$ cat src/rtl/rxq_pkg.sv
package rxq_pkg;
  localparam int DATA_W = 8;
  localparam int ERR_W  = 3;

  typedef struct packed {
    logic [ERR_W-1:0]  err;
    logic [DATA_W-1:0] data;
  } rxEntryT;

  // strobes from control to datapath
  typedef struct packed {
    logic push;
    logic pop;
    logic flush;
  } fifoCtlT;

  function automatic int trigLevel(input logic [2:0] sel);
    case (sel)
      3'd0:    return 1;
      3'd1:    return 4;
      3'd2:    return 8;
      3'd3:    return 14;
      3'd4:    return 16;
      3'd5:    return 24;
      default: return 28;
    endcase
  endfunction
endpackage

$ cat src/rtl/rxq_datapath.sv
module rxq_datapath
  import rxq_pkg::*;
#(
  parameter int DEPTH = 32,
  localparam int PTR_W = $clog2(DEPTH),
  localparam int CNT_W = $clog2(DEPTH + 1)
) (
  input  logic              clk,
  input  logic              rstN,
  input  fifoCtlT           ctl,
  input  rxEntryT           wrEntry,
  output rxEntryT           rdEntry,
  output logic [CNT_W-1:0]  count
);
  rxEntryT store [DEPTH];
  logic [PTR_W-1:0] wrPtr, rdPtr;

  always_ff @(posedge clk) begin
    if (ctl.push && !ctl.flush) store[wrPtr] <= wrEntry;
  end

  always_ff @(posedge clk or negedge rstN) begin
    if (!rstN) begin
      wrPtr   <= '0;
      rdPtr   <= '0;
      count   <= '0;
      rdEntry <= '0;
    end else if (ctl.flush) begin
      wrPtr <= '0;
      rdPtr <= '0;
      count <= '0;
    end else begin
      if (ctl.push) wrPtr <= wrPtr + 1'b1;
      if (ctl.pop) begin
        rdPtr   <= rdPtr + 1'b1;
        rdEntry <= store[rdPtr];
      end
      case ({ctl.push, ctl.pop})
        2'b10:   count <= count + 1'b1;
        2'b01:   count <= count - 1'b1;
        default: count <= count;
      endcase
    end
  end
endmodule

$ cat src/rtl/rxq_control.sv
module rxq_control
  import rxq_pkg::*;
#(
  parameter int DEPTH = 32,
  localparam int CNT_W = $clog2(DEPTH + 1)
) (
  input  logic             clk,
  input  logic             rstN,
  input  logic             wrStb,
  input  logic             rdStb,
  input  logic             fifoEn,
  input  logic             autoRtsEn,
  input  logic             rtsManual,
  input  logic             rtsIntGate,
  input  logic             rtsIntEnWr,
  input  logic             rtsIntEnVal,
  input  logic [2:0]       trigSel,
  input  logic             isrRead,
  input  logic [CNT_W-1:0] count,
  output fifoCtlT          ctl,
  output logic             dataIrq,
  output logic             rtsN,
  output logic             rtsEdgeIrq,
  output logic             overrun
);
  logic fifoEnQ, holdOff, holdOffNext, rtsNNext, rtsIntEn, overrunSet;
  logic [CNT_W-1:0] trigLvl, upperLim, lowerLim, capacity;
  int trigInt, upInt, loInt;

  always_comb begin
    trigInt = fifoEn ? trigLevel(trigSel) : 1;
    upInt   = (trigInt + 8 > DEPTH - 1) ? DEPTH - 1 : trigInt + 8;
    loInt   = (trigInt - 8 < 1) ? 1 : trigInt - 8;
    trigLvl  = CNT_W'(trigInt);
    upperLim = CNT_W'(upInt);
    lowerLim = CNT_W'(loInt);
    capacity = fifoEn ? CNT_W'(DEPTH) : CNT_W'(1);
  end

  always_comb begin
    ctl.flush  = fifoEn != fifoEnQ;
    ctl.pop    = rdStb && (count != '0) && !ctl.flush;
    ctl.push   = wrStb && !ctl.flush && ((count < capacity) || ctl.pop);
    overrunSet = wrStb && !ctl.push && !ctl.flush;
  end

  assign dataIrq = count >= trigLvl;

  always_comb begin
    holdOffNext = holdOff;
    if (count > upperLim)      holdOffNext = 1'b1;
    else if (count < lowerLim) holdOffNext = 1'b0;
    rtsNNext = !rtsManual || (autoRtsEn && holdOffNext);
  end

  always_ff @(posedge clk or negedge rstN) begin
    if (!rstN) begin
      fifoEnQ    <= 1'b0;
      holdOff    <= 1'b0;
      rtsN       <= 1'b1;
      rtsIntEn   <= 1'b0;
      rtsEdgeIrq <= 1'b0;
      overrun    <= 1'b0;
    end else begin
      fifoEnQ <= fifoEn;
      holdOff <= holdOffNext;
      rtsN    <= rtsNNext;
      if (rtsIntEnWr && rtsIntGate) rtsIntEn <= rtsIntEnVal;
      if (rtsIntEn && rtsNNext && !rtsN) rtsEdgeIrq <= 1'b1;
      else if (isrRead)                  rtsEdgeIrq <= 1'b0;
      if (overrunSet)   overrun <= 1'b1;
      else if (isrRead) overrun <= 1'b0;
    end
  end
endmodule

$ cat src/rtl/rx_rts_fifo.sv
module rx_rts_fifo
  import rxq_pkg::*;
#(
  parameter int DEPTH = 32,
  localparam int CNT_W = $clog2(DEPTH + 1)
) (
  input  logic              clk,
  input  logic              rstN,
  input  logic              wrStb,
  input  logic [DATA_W-1:0] wrData,
  input  logic [ERR_W-1:0]  wrErr,
  input  logic              rdStb,
  input  logic              fifoEn,
  input  logic              autoRtsEn,
  input  logic              rtsManual,
  input  logic              rtsIntGate,
  input  logic              rtsIntEnWr,
  input  logic              rtsIntEnVal,
  input  logic [2:0]        trigSel,
  input  logic              isrRead,
  output logic [DATA_W-1:0] rdData,
  output logic [ERR_W-1:0]  rdErr,
  output logic [CNT_W-1:0]  fillCount,
  output logic              rtsN,
  output logic              dataIrq,
  output logic              rtsEdgeIrq,
  output logic              overrun
);
  fifoCtlT ctl;
  rxEntryT wrEntry, rdEntry;

  assign wrEntry = '{err: wrErr, data: wrData};
  assign rdData  = rdEntry.data;
  assign rdErr   = rdEntry.err;

  rxq_control #(.DEPTH(DEPTH)) u_ctrl (
    .clk(clk), .rstN(rstN), .wrStb(wrStb), .rdStb(rdStb), .fifoEn(fifoEn),
    .autoRtsEn(autoRtsEn), .rtsManual(rtsManual), .rtsIntGate(rtsIntGate),
    .rtsIntEnWr(rtsIntEnWr), .rtsIntEnVal(rtsIntEnVal), .trigSel(trigSel),
    .isrRead(isrRead), .count(fillCount), .ctl(ctl), .dataIrq(dataIrq),
    .rtsN(rtsN), .rtsEdgeIrq(rtsEdgeIrq), .overrun(overrun)
  );

  rxq_datapath #(.DEPTH(DEPTH)) u_dp (
    .clk(clk), .rstN(rstN), .ctl(ctl), .wrEntry(wrEntry),
    .rdEntry(rdEntry), .count(fillCount)
  );
endmodule

$ cat config.mk
export PLATFORM = sky130hd
export DESIGN_NAME = rx_rts_fifo
export DESIGN_NICKNAME = d
export VERILOG_FILES = /design/src/rtl/rxq_pkg.sv /design/src/rtl/rxq_datapath.sv /design/src/rtl/rxq_control.sv /design/src/rtl/rx_rts_fifo.sv
export SDC_FILE = /design/constraint.sdc
export NUM_CORES = 1
export LEC_CHECK = 0
export ABC_AREA = 1
export BUFFER_PORTS_ARGS = -buffer_cell sky130_fd_sc_hd__buf_4
export CAP_MARGIN = 20
export CORE_AREA = 2 2 175 177
export CTS_CLUSTER_SIZE = 24
export DETAILED_ROUTE_END_ITERATION = 6
export DIE_AREA = 0 0 177 179
export PLACE_DENSITY = 0.73
export SETUP_SLACK_MARGIN = 0.02
export SLEW_MARGIN = 10
export SYNTH_ARGS = -nofsm -noshare
export SYNTH_HDL_FRONTEND = slang
export SYNTH_SLANG_ARGS = --single-unit
$ cat constraint.sdc
create_clock -name clk -period 2.2 [get_ports clk]
set_input_delay 0.11 -clock clk [delete_from_list [all_inputs] [get_ports clk]]
set_output_delay 0.11 -clock clk [all_outputs]
set_load 0.1 [all_outputs]
==> out/qor.yml <==
route:
  avgRoutedWirePerCell_microns: 22.06
  postRouteWirelength_microns: 40860
  firstDrtPassIters: 7
  vias: 11060
  viasPerCell: 5.969
  drt_iter0_drc: 1406
  ant_nets: 0
  drcViolationCount: 0
global_route:
  grt-ovfl-total: 0
  grt_pass1_vias: 10550
  antenna_found_initial: 1
  grt_use_total: 0.2568
  grt_pass1_wl_microns: 60720
  grt_max_degree: 91
logic_synthesis:
  ys_seq_area_frac: 0.7171
  synth_area_leader_cell: "edfxtp_1"
  synthSimpleGateAreaFrac: 0.1101
  synthDistinctLibCells: 41
  yosys-top-cells-area: "edfxtp_1 (67%), o21ai_0 (5.9%), nor2_1 (5.2%)"
  yosysTopAreaCellShare: 0.6651
  muxShareOfSynthArea: 0
  synth_compound_area_frac: 0.1145
  yosys_warnings: 0
  syn_area_sq_um: 15890
  ys_ff_latch: 385
  synthAdderAreaFrac: 0.02488
  syn-instance-count: 1270
  synth.avg_cell_area_sq_um: 12.51
  synth_top_family_by_area: "compound AO/OA/AOI/OAI gates"
  synthXorXnorAreaFrac: 0.003936
min_path:
  worst_hold_path.endpoint: "u_dp.rdPtr[0]$_DFFE_PN0P_"
  hp-class: "in2reg"
  hold_depth: 4
  hp-start: "rdStb"
power:
  p_per_area_nw_per_um2: 1179
  power_leakage_uw: 0.007006
  vdd_drop_max_mv: 1.379
  finalPower_uw: 23310
finish:
  areaGrowthSynthToFinish_pct: 24.45
  fillers: 2100
  fin_nets: 1480
  register_area_sq_um: 11420
  multi_input_area_sq_um: 4412
  final_cell_mix: "edfxtp_1 (352), nor2_1 (191), o21ai_0 (184)"
  drive_gt1_frac: 0.2205
  final_common_cell: "edfxtp_1"
  fin_area_sq_um: 19780
  num_antenna_cells: 0
  fin_cells: 1852
sta:
  fin_worst_skew_ns: 0.01523
  period_share: 1.062
  rsz0062_at_grt: "yes"
  hold_viol_final: 1
  period_needed_ns: 2.337
  slew_headroom: 0.5600
  setup_slack_ns: -0.1365
  setup_viol: 27
  fin_hold_ws_ns: -0.0004275
  tightest_slew_ns: 0.6582
  drv_slew: 0
  fmax_mhz: 428.0
setup_path:
  worstPathRequired_ns: 2.62
  worst_r2r_endpoint: "u_dp.count[5]$_DFFE_PN0P_"
  critPathCaptureType: "register"
  cp-start-kind: "register"
  slowest_stage: "dfrtp_4"
  crit_fanout: 3
  arrival_ns: 2.75
  rr_worst_depth: 15
  cp_top_family: "compound AO/OA/AOI/OAI gates"
  critPathKind: "reg2reg"
  worstReg2RegStart: "u_dp.count[2]$_DFFE_PN0P_"
  r2r_slack_ns: -0.14
  crit_chain: "inv_2, nand2_1, nor2_1, nand4_1, nand3_4, inv_4, nand2_4, inv_4, ha_4, a21o_1, a31oi_2, o21ai_1, a21o_1, xnor2_1, o21ai_1"
  critPathMaxStageDelay_ns: 0.48
  path_buf_inv: 3
clocking:
  cts_tree: "yes"
  htree_levels: 2
  path_clk_slew_ns: 0.06
  cts_max_path_buffers: 3
  clk_latency_ns: 0.53
  cts.sinks: 385
  root_buffer: "clkbuf_16"
  numCtsBuffers: 41
placement:
  routabilityCongestion: 0.9163
  io_buffers: 45
  place_inst: 1737
  hpwl_microns: 23690
  post_dp_cell_area_sq_um: 17590
job:
  maxCapViolCount: 0
floorplan:
  die_h_microns: 179
  die_w_microns: 177
  row_count: 64
  die-area_sq_um: 31680
  start_util: 0.5292
  fp.coreArea_sq_um: 30030
  io_pins: 46
run_status:
  violations: "hold timing, setup timing"
  status: "finished, violations left"
==> worst reg2reg max path: stages, from the launching register on <==
cell and delay [ns]:
dfrtp_4 0.48, inv_2 0.06, nand2_1 0.04, nor2_1 0.12, nand4_1 0.18, nand3_4 0.15
inv_4 0.04, nand2_4 0.06, inv_4 0.05, ha_4 0.24, a21o_1 0.16, a31oi_2 0.16
o21ai_1 0.10, a21o_1 0.18, xnor2_1 0.14, o21ai_1 0.07
==> state kept, by name, indices dropped and copies added (netlist names), 5 cells and up <==
register      flops
u_dp.count        6
u_dp.rdEntry     11
u_dp.rdPtr        5
u_dp.store      352
u_dp.wrPtr        5
==> synthesized netlist by cell type (all sizes together) <==
master    n
clkinv    1
a21o      4
nor3     11
a21boi    1
nand2   120
o21bai    1
a32o      1
o211ai    9
a31oi     2
conb      1
dfstp     1
a221oi    1
ha       30
xnor2     3
buf      13
o21a      2
edfxtp  352
a21oi     6
nor2    221
nor3b     1
nand4    24
o22ai    55
inv      44
o221ai   35
o21ai   193
nand3    40
clkbuf   61
dfrtp    32
xor2      2
fa        1
a211oi    2
==> through the flow <==
step / util / hold WS, ns / worst slack (ns) / TNS [ns]
final: 0.6587 / -0.0004275 / -0.1365 / -0.9336
after detailed placement: 0.5858 / 0.1012 / -0.1198 / -0.2928
after CTS: 0.6390 / 0.01472 / -0.1695 / -0.3767
after floorplan: - / -0.1856 / -0.2818 / -66.88
after global placement: 0.5858 / 0.09334 / -0.03945 / -0.07826
after global routing: 0.6587 / 0.01676 / -0.2537 / -7.092
==> routing by layer <==
layer / wire, microns / global-route usage
met2: 19860 / 0.4172
met5: 10 / 0
met3: 3798 / 0.05492
met1: 15930 / 0.3439
met4: 1253 / 0.09298
==> cell type report <==
class	instances	area share
flip-flops and latches	385	0.5776
inverters	45	0.009679
multi-input cells	768	0.2231
repair buffers	183	0.09577
clock inverters	22	0.01259
clock buffers	53	0.05624
well taps	396	0.02505
==> where the power goes <==
group | leakage, uW | switching [uW] | total [uW] | internal [uW]
logic | 0.00275 | 5390 | 7940 | 2550
registers | 0.00358 | 181 | 8450 | 8270
clock network | 0.000674 | 2760 | 6930 | 4170
==> logic make-up (layout without fill, tap and decap cells) <==
logic type,after synthesis,after routing
and+or+nand+nor,417,418
DFF,385,385
AOI/OAI and AO/OA,312,312
buffers and inverters,119,303
adders and majority gates,31,31
xor gates and xnor gates,5,5
other,1,2
==> repair_timing <==
action / 4_1_cts / 5_1_grt
hold buffers: 8 / 0
gates resized for setup: 14 / 131
pin swaps: 8 / 15
setup endpoints to repair: 21 / 231
endpoints found under the hold margin: 38 / 0
cloned: 0 / 15
setup buffers: 10 / 9
==> worst max-delay path by stage <==
stage	from	end	slack (ns)	depth (start not counted)
6_report	u_dp.count[2]$_DFFE_PN0P_	u_dp.count[5]$_DFFE_PN0P_	-0.14	15
5_1_grt	u_dp.count[2]$_DFFE_PN0P_	u_dp.count[5]$_DFFE_PN0P_	-0.25	15
4_1_cts	u_dp.count[1]$_DFFE_PN0P_	dataIrq	-0.17	8
3_3_place_gp	fifoEn	u_ctrl.rtsEdgeIrq$_DFFE_PN0P_	-0.04	18
3_5_place_dp	fifoEn	u_ctrl.rtsEdgeIrq$_DFFE_PN0P_	-0.12	18
2_1_floorplan	u_dp.count[5]$_DFFE_PN0P_	u_dp.store[23][0]$_DFFE_PP_	-0.28	5
Power figures use the tool's default switching activity.
